### config.mk
export PLATFORM = sky130hd
export DESIGN_NAME = oc_channel
export DESIGN_NICKNAME = d
export VERILOG_FILES = /design/src/rtl/oc_pkg.sv /design/src/rtl/oc_tbase_mux.sv /design/src/rtl/oc_match_det.sv /design/src/rtl/oc_pin_latch.sv /design/src/rtl/oc_channel.sv
export SDC_FILE = /design/constraint.sdc
export NUM_CORES = 1
export LEC_CHECK = 0
export BUFFER_PORTS_ARGS = -buffer_cell sky130_fd_sc_hd__buf_2
export CAP_MARGIN = 20
export CORE_UTILIZATION = 50
export DETAILED_ROUTE_END_ITERATION = 10
export HOLD_SLACK_MARGIN = 0.15
export PLACE_DENSITY = 0.9
export SLEW_MARGIN = 25
export SYNTH_ARGS = -nofsm -noshare
export SYNTH_HDL_FRONTEND = slang
export SYNTH_SLANG_ARGS = --single-unit
### constraint.sdc
create_clock -name clk -period 3.4 [get_ports clk]
set_clock_uncertainty 0.15 [all_clocks]
set_input_delay 0.17 -clock clk [delete_from_list [all_inputs] [get_ports clk]]
set_output_delay 0.17 -clock clk [all_outputs]
set_load 0.02 [all_outputs]
### src/rtl/oc_pkg.sv
package oc_pkg;
   typedef enum logic [2:0] {
      OC_OFF  = 3'b000,
      OC_SET  = 3'b001,
      OC_CLR  = 3'b010,
      OC_TGL  = 3'b011,
      OC_ONE  = 3'b100,
      OC_RPT  = 3'b101,
      OC_PWM  = 3'b110,
      OC_PWMF = 3'b111
   } oc_mode_e;
endpackage

### src/rtl/oc_tbase_mux.sv
module oc_tbase_mux #(
   parameter int W = 16
) (
   input  logic [W-1:0] cnt_a,
   input  logic [W-1:0] cnt_b,
   input  logic         prd_a,
   input  logic         prd_b,
   input  logic         sel,
   output logic [W-1:0] cnt,
   output logic         prd
);
   always_comb begin
      cnt = sel ? cnt_b : cnt_a;
      prd = sel ? prd_b : prd_a;
   end
endmodule

### src/rtl/oc_match_det.sv
module oc_match_det #(
   parameter int W = 16
) (
   input  logic         clk,
   input  logic         rst_n,
   input  logic [W-1:0] cnt,
   input  logic [W-1:0] ref_val,
   output logic         hit
);
   logic eq_now, eq_prev;

   always_comb eq_now = (cnt == ref_val);

   always_ff @(posedge clk or negedge rst_n) begin
      if (!rst_n) eq_prev <= 1'b0;
      else        eq_prev <= eq_now;
   end

   always_comb hit = eq_now & ~eq_prev;
endmodule

### src/rtl/oc_pin_latch.sv
module oc_pin_latch (
   input  logic clk,
   input  logic rst_n,
   input  logic force_lo,
   input  logic set_i,
   input  logic rst_i,
   input  logic tgl_i,
   output logic q
);
   always_ff @(posedge clk or negedge rst_n) begin
      if (!rst_n)        q <= 1'b0;
      else if (force_lo) q <= 1'b0;
      else if (rst_i)    q <= 1'b0;
      else if (set_i)    q <= 1'b1;
      else if (tgl_i)    q <= ~q;
   end
endmodule

### src/rtl/oc_channel.sv
module oc_channel
   import oc_pkg::*;
#(
   parameter int W         = 16,
   parameter bit HAS_FAULT = 1'b1
) (
   input  logic         clk,
   input  logic         rst_n,
   input  logic [W-1:0] tmr_a,
   input  logic [W-1:0] tmr_b,
   input  logic         prd_a,
   input  logic         prd_b,
   input  logic         cfg_wr,
   input  logic [2:0]   cfg_mode,
   input  logic         cfg_tsel,
   input  logic         pri_wr,
   input  logic [W-1:0] pri_in,
   input  logic         sec_wr,
   input  logic [W-1:0] sec_in,
   input  logic         fault_n,
   input  logic         irq_clr,
   output logic         pin,
   output logic         irq_flag,
   output logic         fault_flag
);
   localparam int CNT_MSB = W - 1;

   if (W < 2) begin : g_bad_width
      $error("oc_channel: W must be at least 2");
   end

   oc_mode_e           mode_q;
   logic               tsel_q;
   logic               armed_q;
   logic [CNT_MSB:0]   pri_q, sec_q;
   logic [CNT_MSB:0]   cnt_sel;
   logic               prd_sel;
   logic               hit_pri, hit_sec;
   logic               do_set, do_rst, do_tgl, do_force;
   logic               evt, disarm, duty_load;
   logic               fault_q, fault_trip;

   // configuration and compare registers
   always_ff @(posedge clk or negedge rst_n) begin
      if (!rst_n) begin
         mode_q  <= OC_OFF;
         tsel_q  <= 1'b0;
         armed_q <= 1'b1;
      end else if (cfg_wr) begin
         mode_q  <= oc_mode_e'(cfg_mode);
         tsel_q  <= cfg_tsel;
         armed_q <= 1'b1;
      end else if (disarm) begin
         armed_q <= 1'b0;
      end
   end

   always_ff @(posedge clk or negedge rst_n) begin
      if (!rst_n) begin
         pri_q <= '0;
         sec_q <= '0;
      end else begin
         if (pri_wr)         pri_q <= pri_in;
         else if (duty_load) pri_q <= sec_q;
         if (sec_wr)         sec_q <= sec_in;
      end
   end

   oc_tbase_mux #(.W(W)) u_tbase (
      .cnt_a(tmr_a), .cnt_b(tmr_b), .prd_a(prd_a), .prd_b(prd_b),
      .sel(tsel_q), .cnt(cnt_sel), .prd(prd_sel)
   );

   oc_match_det #(.W(W)) u_hit_pri (
      .clk(clk), .rst_n(rst_n), .cnt(cnt_sel), .ref_val(pri_q), .hit(hit_pri)
   );

   oc_match_det #(.W(W)) u_hit_sec (
      .clk(clk), .rst_n(rst_n), .cnt(cnt_sel), .ref_val(sec_q), .hit(hit_sec)
   );

   // fault handling variant
   if (HAS_FAULT) begin : g_fault
      always_comb fault_trip = (mode_q == OC_PWMF) && !fault_n;
      always_ff @(posedge clk or negedge rst_n) begin
         if (!rst_n)          fault_q <= 1'b0;
         else if (cfg_wr)     fault_q <= 1'b0;
         else if (fault_trip) fault_q <= 1'b1;
      end
   end else begin : g_nofault
      always_comb fault_trip = 1'b0;
      always_comb fault_q    = 1'b0;
   end

   // mode decode
   always_comb begin
      do_set    = 1'b0;
      do_rst    = 1'b0;
      do_tgl    = 1'b0;
      do_force  = 1'b0;
      evt       = 1'b0;
      disarm    = 1'b0;
      duty_load = 1'b0;
      unique case (mode_q)
         OC_OFF: do_force = 1'b1;
         OC_SET: begin do_set = hit_pri; evt = hit_pri; end
         OC_CLR: begin do_rst = hit_pri; evt = hit_pri; end
         OC_TGL: begin do_tgl = hit_pri; evt = hit_pri; end
         OC_ONE: begin
            do_set = hit_pri & armed_q;
            do_rst = hit_sec & armed_q;
            evt    = hit_sec & armed_q;
            disarm = hit_sec & armed_q;
         end
         OC_RPT: begin
            do_set = hit_pri;
            do_rst = hit_sec;
            evt    = hit_sec;
         end
         OC_PWM, OC_PWMF: begin
            do_set    = prd_sel;
            do_rst    = hit_pri & ~prd_sel;
            evt       = prd_sel;
            duty_load = prd_sel;
            if (fault_trip || fault_q) do_force = 1'b1;
            if (fault_trip && !fault_q) evt = 1'b1;
         end
         default: do_force = 1'b1;
      endcase
   end

   oc_pin_latch u_latch (
      .clk(clk), .rst_n(rst_n), .force_lo(do_force),
      .set_i(do_set), .rst_i(do_rst), .tgl_i(do_tgl), .q(pin)
   );

   always_ff @(posedge clk or negedge rst_n) begin
      if (!rst_n)       irq_flag <= 1'b0;
      else if (evt)     irq_flag <= 1'b1;
      else if (irq_clr) irq_flag <= 1'b0;
   end

   assign fault_flag = fault_q;
endmodule

==> flow_metrics.py <==
metrics = {
    "outcome": {
        "status": "finished, violations left",
        "violations": "design-rule violations",
    },
    "pwr": {
        "pwr-share-clk_pct": 29.0,
        "power_density_mw_per_mm2": 404,
        "switching_share_pct": 28.3,
        "p_comb_share_pct": 26.2,
        "p_leak_nw": 1.49,
        "p_switching_w": 0.000380,
        "irDropWorstVdd_v": 0.000246,
        "p_int_w": 0.000960,
        "p_seq_share_pct": 44.8,
        "power_w": 0.00134,
    },
    "timing": {
        "finalCriticalPeriod_ps": 2630,
        "drv_slew": 0,
        "fin_crit_sh_pct": 77.3,
        "rsz0062_at_grt": "false",
        "hold_viol_final": 0,
        "fin_tns_setup_ps": 0,
        "relSlewSlack_pct": 55.9,
        "tightest_slew_ps": 660,
        "final-setup-viol-count": 0,
        "fmax_mhz": 380,
    },
    "placed_design": {
        "hpwl_um": 4020,
        "gp_congestion": 0.871,
        "port-buffer-count": 79,
    },
    "setup_path": {
        "worstPathRequired_ps": 3430,
        "crit_arrival_ps": 2650,
        "worst-path-max-fanout": 18,
        "critPathKind": "register to register",
        "critPathCaptureType": "register",
        "crit_path_start_kind": "register",
    },
    "die": {
        "rows": 24,
        "ios": 80,
        "die_h_um": 70.6,
        "die_width_um": 70.6,
        "core_mm2": 0.00444,
        "die_area_mm2": 0.00499,
        "initial_core_util_pct": 53.0,
    },
    "clock_tree": {
        "clock-root-buffer": "clkbuf_8",
        "postCtsSetupRepairBufs": 0,
        "cts_tree": "yes",
        "ctsHoldBuffers": 44,
        "htreeDepth": 2,
        "clk_transition_reported_paths_ps": 90,
        "ctsResizeCount": 0,
        "clk_path_buf_depth": 2,
        "cts-buffers-inserted": 5,
        "cts.sinks": 42,
        "insertion_delay_ps": 300,
    },
    "synthesis": {
        "ys.flop_type": "dfrtp_1",
        "synth.top_cell.area_share_pct": 43.6,
        "synthTopCellsByCount": "dfrtp_1 (41), mux2i_1 (29), xnor2_1 (28)",
        "seq_area_frac_synth_pct": 44.7,
        "synth_cell_types": 32,
        "synth_edf_count": 0,
        "synth_seq_cells": 42,
        "synth_nets": 288,
        "synthArstFlopShare_pct": 100,
        "avgSynthCellArea_um2": 11.2,
        "netlist_area_mm2": 0.00235,
        "synth_most_common_cell": "dfrtp_1",
        "synth_cells": 211,
        "netlist_top_cells_area": "dfrtp_1 (44%), mux2i_1 (12%), xnor2_1 (10%), mux2_2 (9.6%), o21ai_0 (3.6%)",
        "synth_largest_area_cell": "dfrtp_1",
        "ys.warnings.count": 0,
    },
    "route": {
        "route.detailed.drc": 12,
        "drt_iter0_markers": 185,
        "first_pass_iters": 7,
        "ant_nets": 0,
        "routed_via_density": 5.31,
        "wire_per_inst_um": 15.6,
        "wl_um": 6000,
        "num_vias": 2043,
    },
    "finish": {
        "drive_gt1_share_pct": 34.2,
        "syn2layout_area_growth_pct": 40.9,
        "fillers": 290,
        "diodes": 0,
        "nNetsFinal": 409,
    },
    "grt": {
        "antenna_found_initial": 0,
        "gr-usage-all-layers_pct": 26.1,
        "grt_overflow_total": 0,
        "grt_max_degree": 43,
        "grt_pass1_wl_um": 9920,
        "first_global_vias": 2127,
    },
    "min_path": {
        "min_path_type": "input port to register",
    },
    "run": {
        "maxCapViolations": 0,
    },
}
-- routing by layer --
layer	wire length (um)	global-route usage, %	up-vias
li1	-	-	978
met2	3040	43.8	78
met4	102	11.3	0
met3	327	4.84	13
met5	0	0	-
met1	2530	33.3	974
-- sequential cells by signal, indices dropped and copies added, names as in the netlist --
register / count
mode_q: 3
pri_q: 16
u_latch.q: 1
fault_flag: 1
tsel_q: 1
u_hit_sec.eq_prev: 1
sec_q: 16
u_hit_pri.eq_prev: 1
armed_q: 1
irq_flag: 1
-- layout by cell type (no fill, tap or decap), drive strengths merged --
| cell type | netlist | routed |
|---|---|---|
| nor2 | 6 | 6 |
| dlygate4sd3 | 0 | 44 |
| buf | 4 | 80 |
| clkinv | 0 | 2 |
| o21bai | 1 | 1 |
| dfstp | 1 | 1 |
| o31ai | 1 | 1 |
| nand2b | 2 | 2 |
| xnor2 | 28 | 28 |
| or3 | 3 | 3 |
| bufinv | 0 | 1 |
| nand2 | 20 | 20 |
| or4b | 1 | 1 |
| nand4 | 2 | 2 |
| mux2 | 20 | 20 |
| mux2i | 33 | 33 |
| xor2 | 4 | 4 |
| dfrtp | 41 | 41 |
| clkbuf | 6 | 5 |
| o21ai | 17 | 17 |
| a21oi | 4 | 4 |
| o311ai | 2 | 2 |
| inv | 2 | 2 |
| a31oi | 1 | 1 |
| nand3 | 1 | 1 |
| nor2b | 2 | 2 |
| a211oi | 1 | 1 |
| nor4 | 8 | 8 |
-- cells by family (layout without fill, tap and decap cells) --
family                    after synthesis  in the layout  synth area share (%)
DFF                                    42             42                  44.7
AOI/OAI and AO/OA                      27             27                  6.43
xor gates and xnor gates               32             32                  11.9
buffers and inverters                  12            134                  2.98
and+or+nand+nor                        45             45                  9.40
muxes                                  53             53                  24.6
-- worst paths after layout --
path	startpoint	end	slack [ps]	depth (start not counted)
setup / recovery	tsel_q$_DFFE_PN0P_	u_latch.q$_DFFE_PN0P_	770	7
hold / removal	pri_wr	pri_q[2]$_DFFE_PN0P_	220	3
setup reg to reg	tsel_q$_DFFE_PN0P_	u_latch.q$_DFFE_PN0P_	770	7
hold reg to reg	armed_q$_DFFE_PN1P_	armed_q$_DFFE_PN1P_	340	2
max in group asynchronous	rst_n	sec_q[9]$_DFFE_PN0P_	2470	2
min in group asynchronous	rst_n	mode_q[1]$_DFFE_PN0P_	250	2
-- stage by stage --
| step | utilization [%] | std cells | setup slack [ps] | instance area, um^2 | hold WS [ps] |
|---|---|---|---|---|---|
| 3_5_place_dp | 62.2 | 333 | 866 | 2770 | 205 |
| 4_1_cts | 74.6 | 385 | 843 | 3310 | 216 |
| 2_1_floorplan | - | 211 | 1190 | 2350 | -276 |
| 5_1_grt | 74.6 | 385 | 554 | 3320 | 245 |
| 3_3_place_gp | 62.1 | 333 | 935 | 2760 | 196 |
| 6_report | 74.6 | 385 | 771 | 3320 | 223 |
-- critical path: stages, from the launching register on --
cell	delay, ps
dfrtp_1	340
buf_4	320
mux2i_1	390
xnor2_1	130
nor4_1	350
nand4_1	240
o311ai_0	470
a211oi_1	100
-- layout make-up --
type / instances / area (um^2) / share of cell area, %
well taps: 52 / 65.1 / 1.96
repair buffers: 124 / 846 / 25.5
clock inverters: 3 / 40.0 / 1.21
clock buffers: 5 / 68.8 / 2.07
flip-flops and latches: 42 / 1050 / 31.7
inverters: 2 / 7.51 / 0.226
multi-input cells: 157 / 1240 / 37.3
-- power by group through the flow --
stage / Combinational (W) / Clock [W] / Sequential [W]
6_report: 0.000351 / 0.000389 / 0.000601
5_1_grt: 0.000381 / 0.000413 / 0.000607
4_1_cts: 0.000348 / 0.000390 / 0.000598
3_5_place_dp: 0.000303 / 0 / 0.000608
3_3_place_gp: 0.000294 / 0 / 0.000604
2_1_floorplan: 0.000209 / 0 / 0.000599
(Power assumes the default switching activity.)
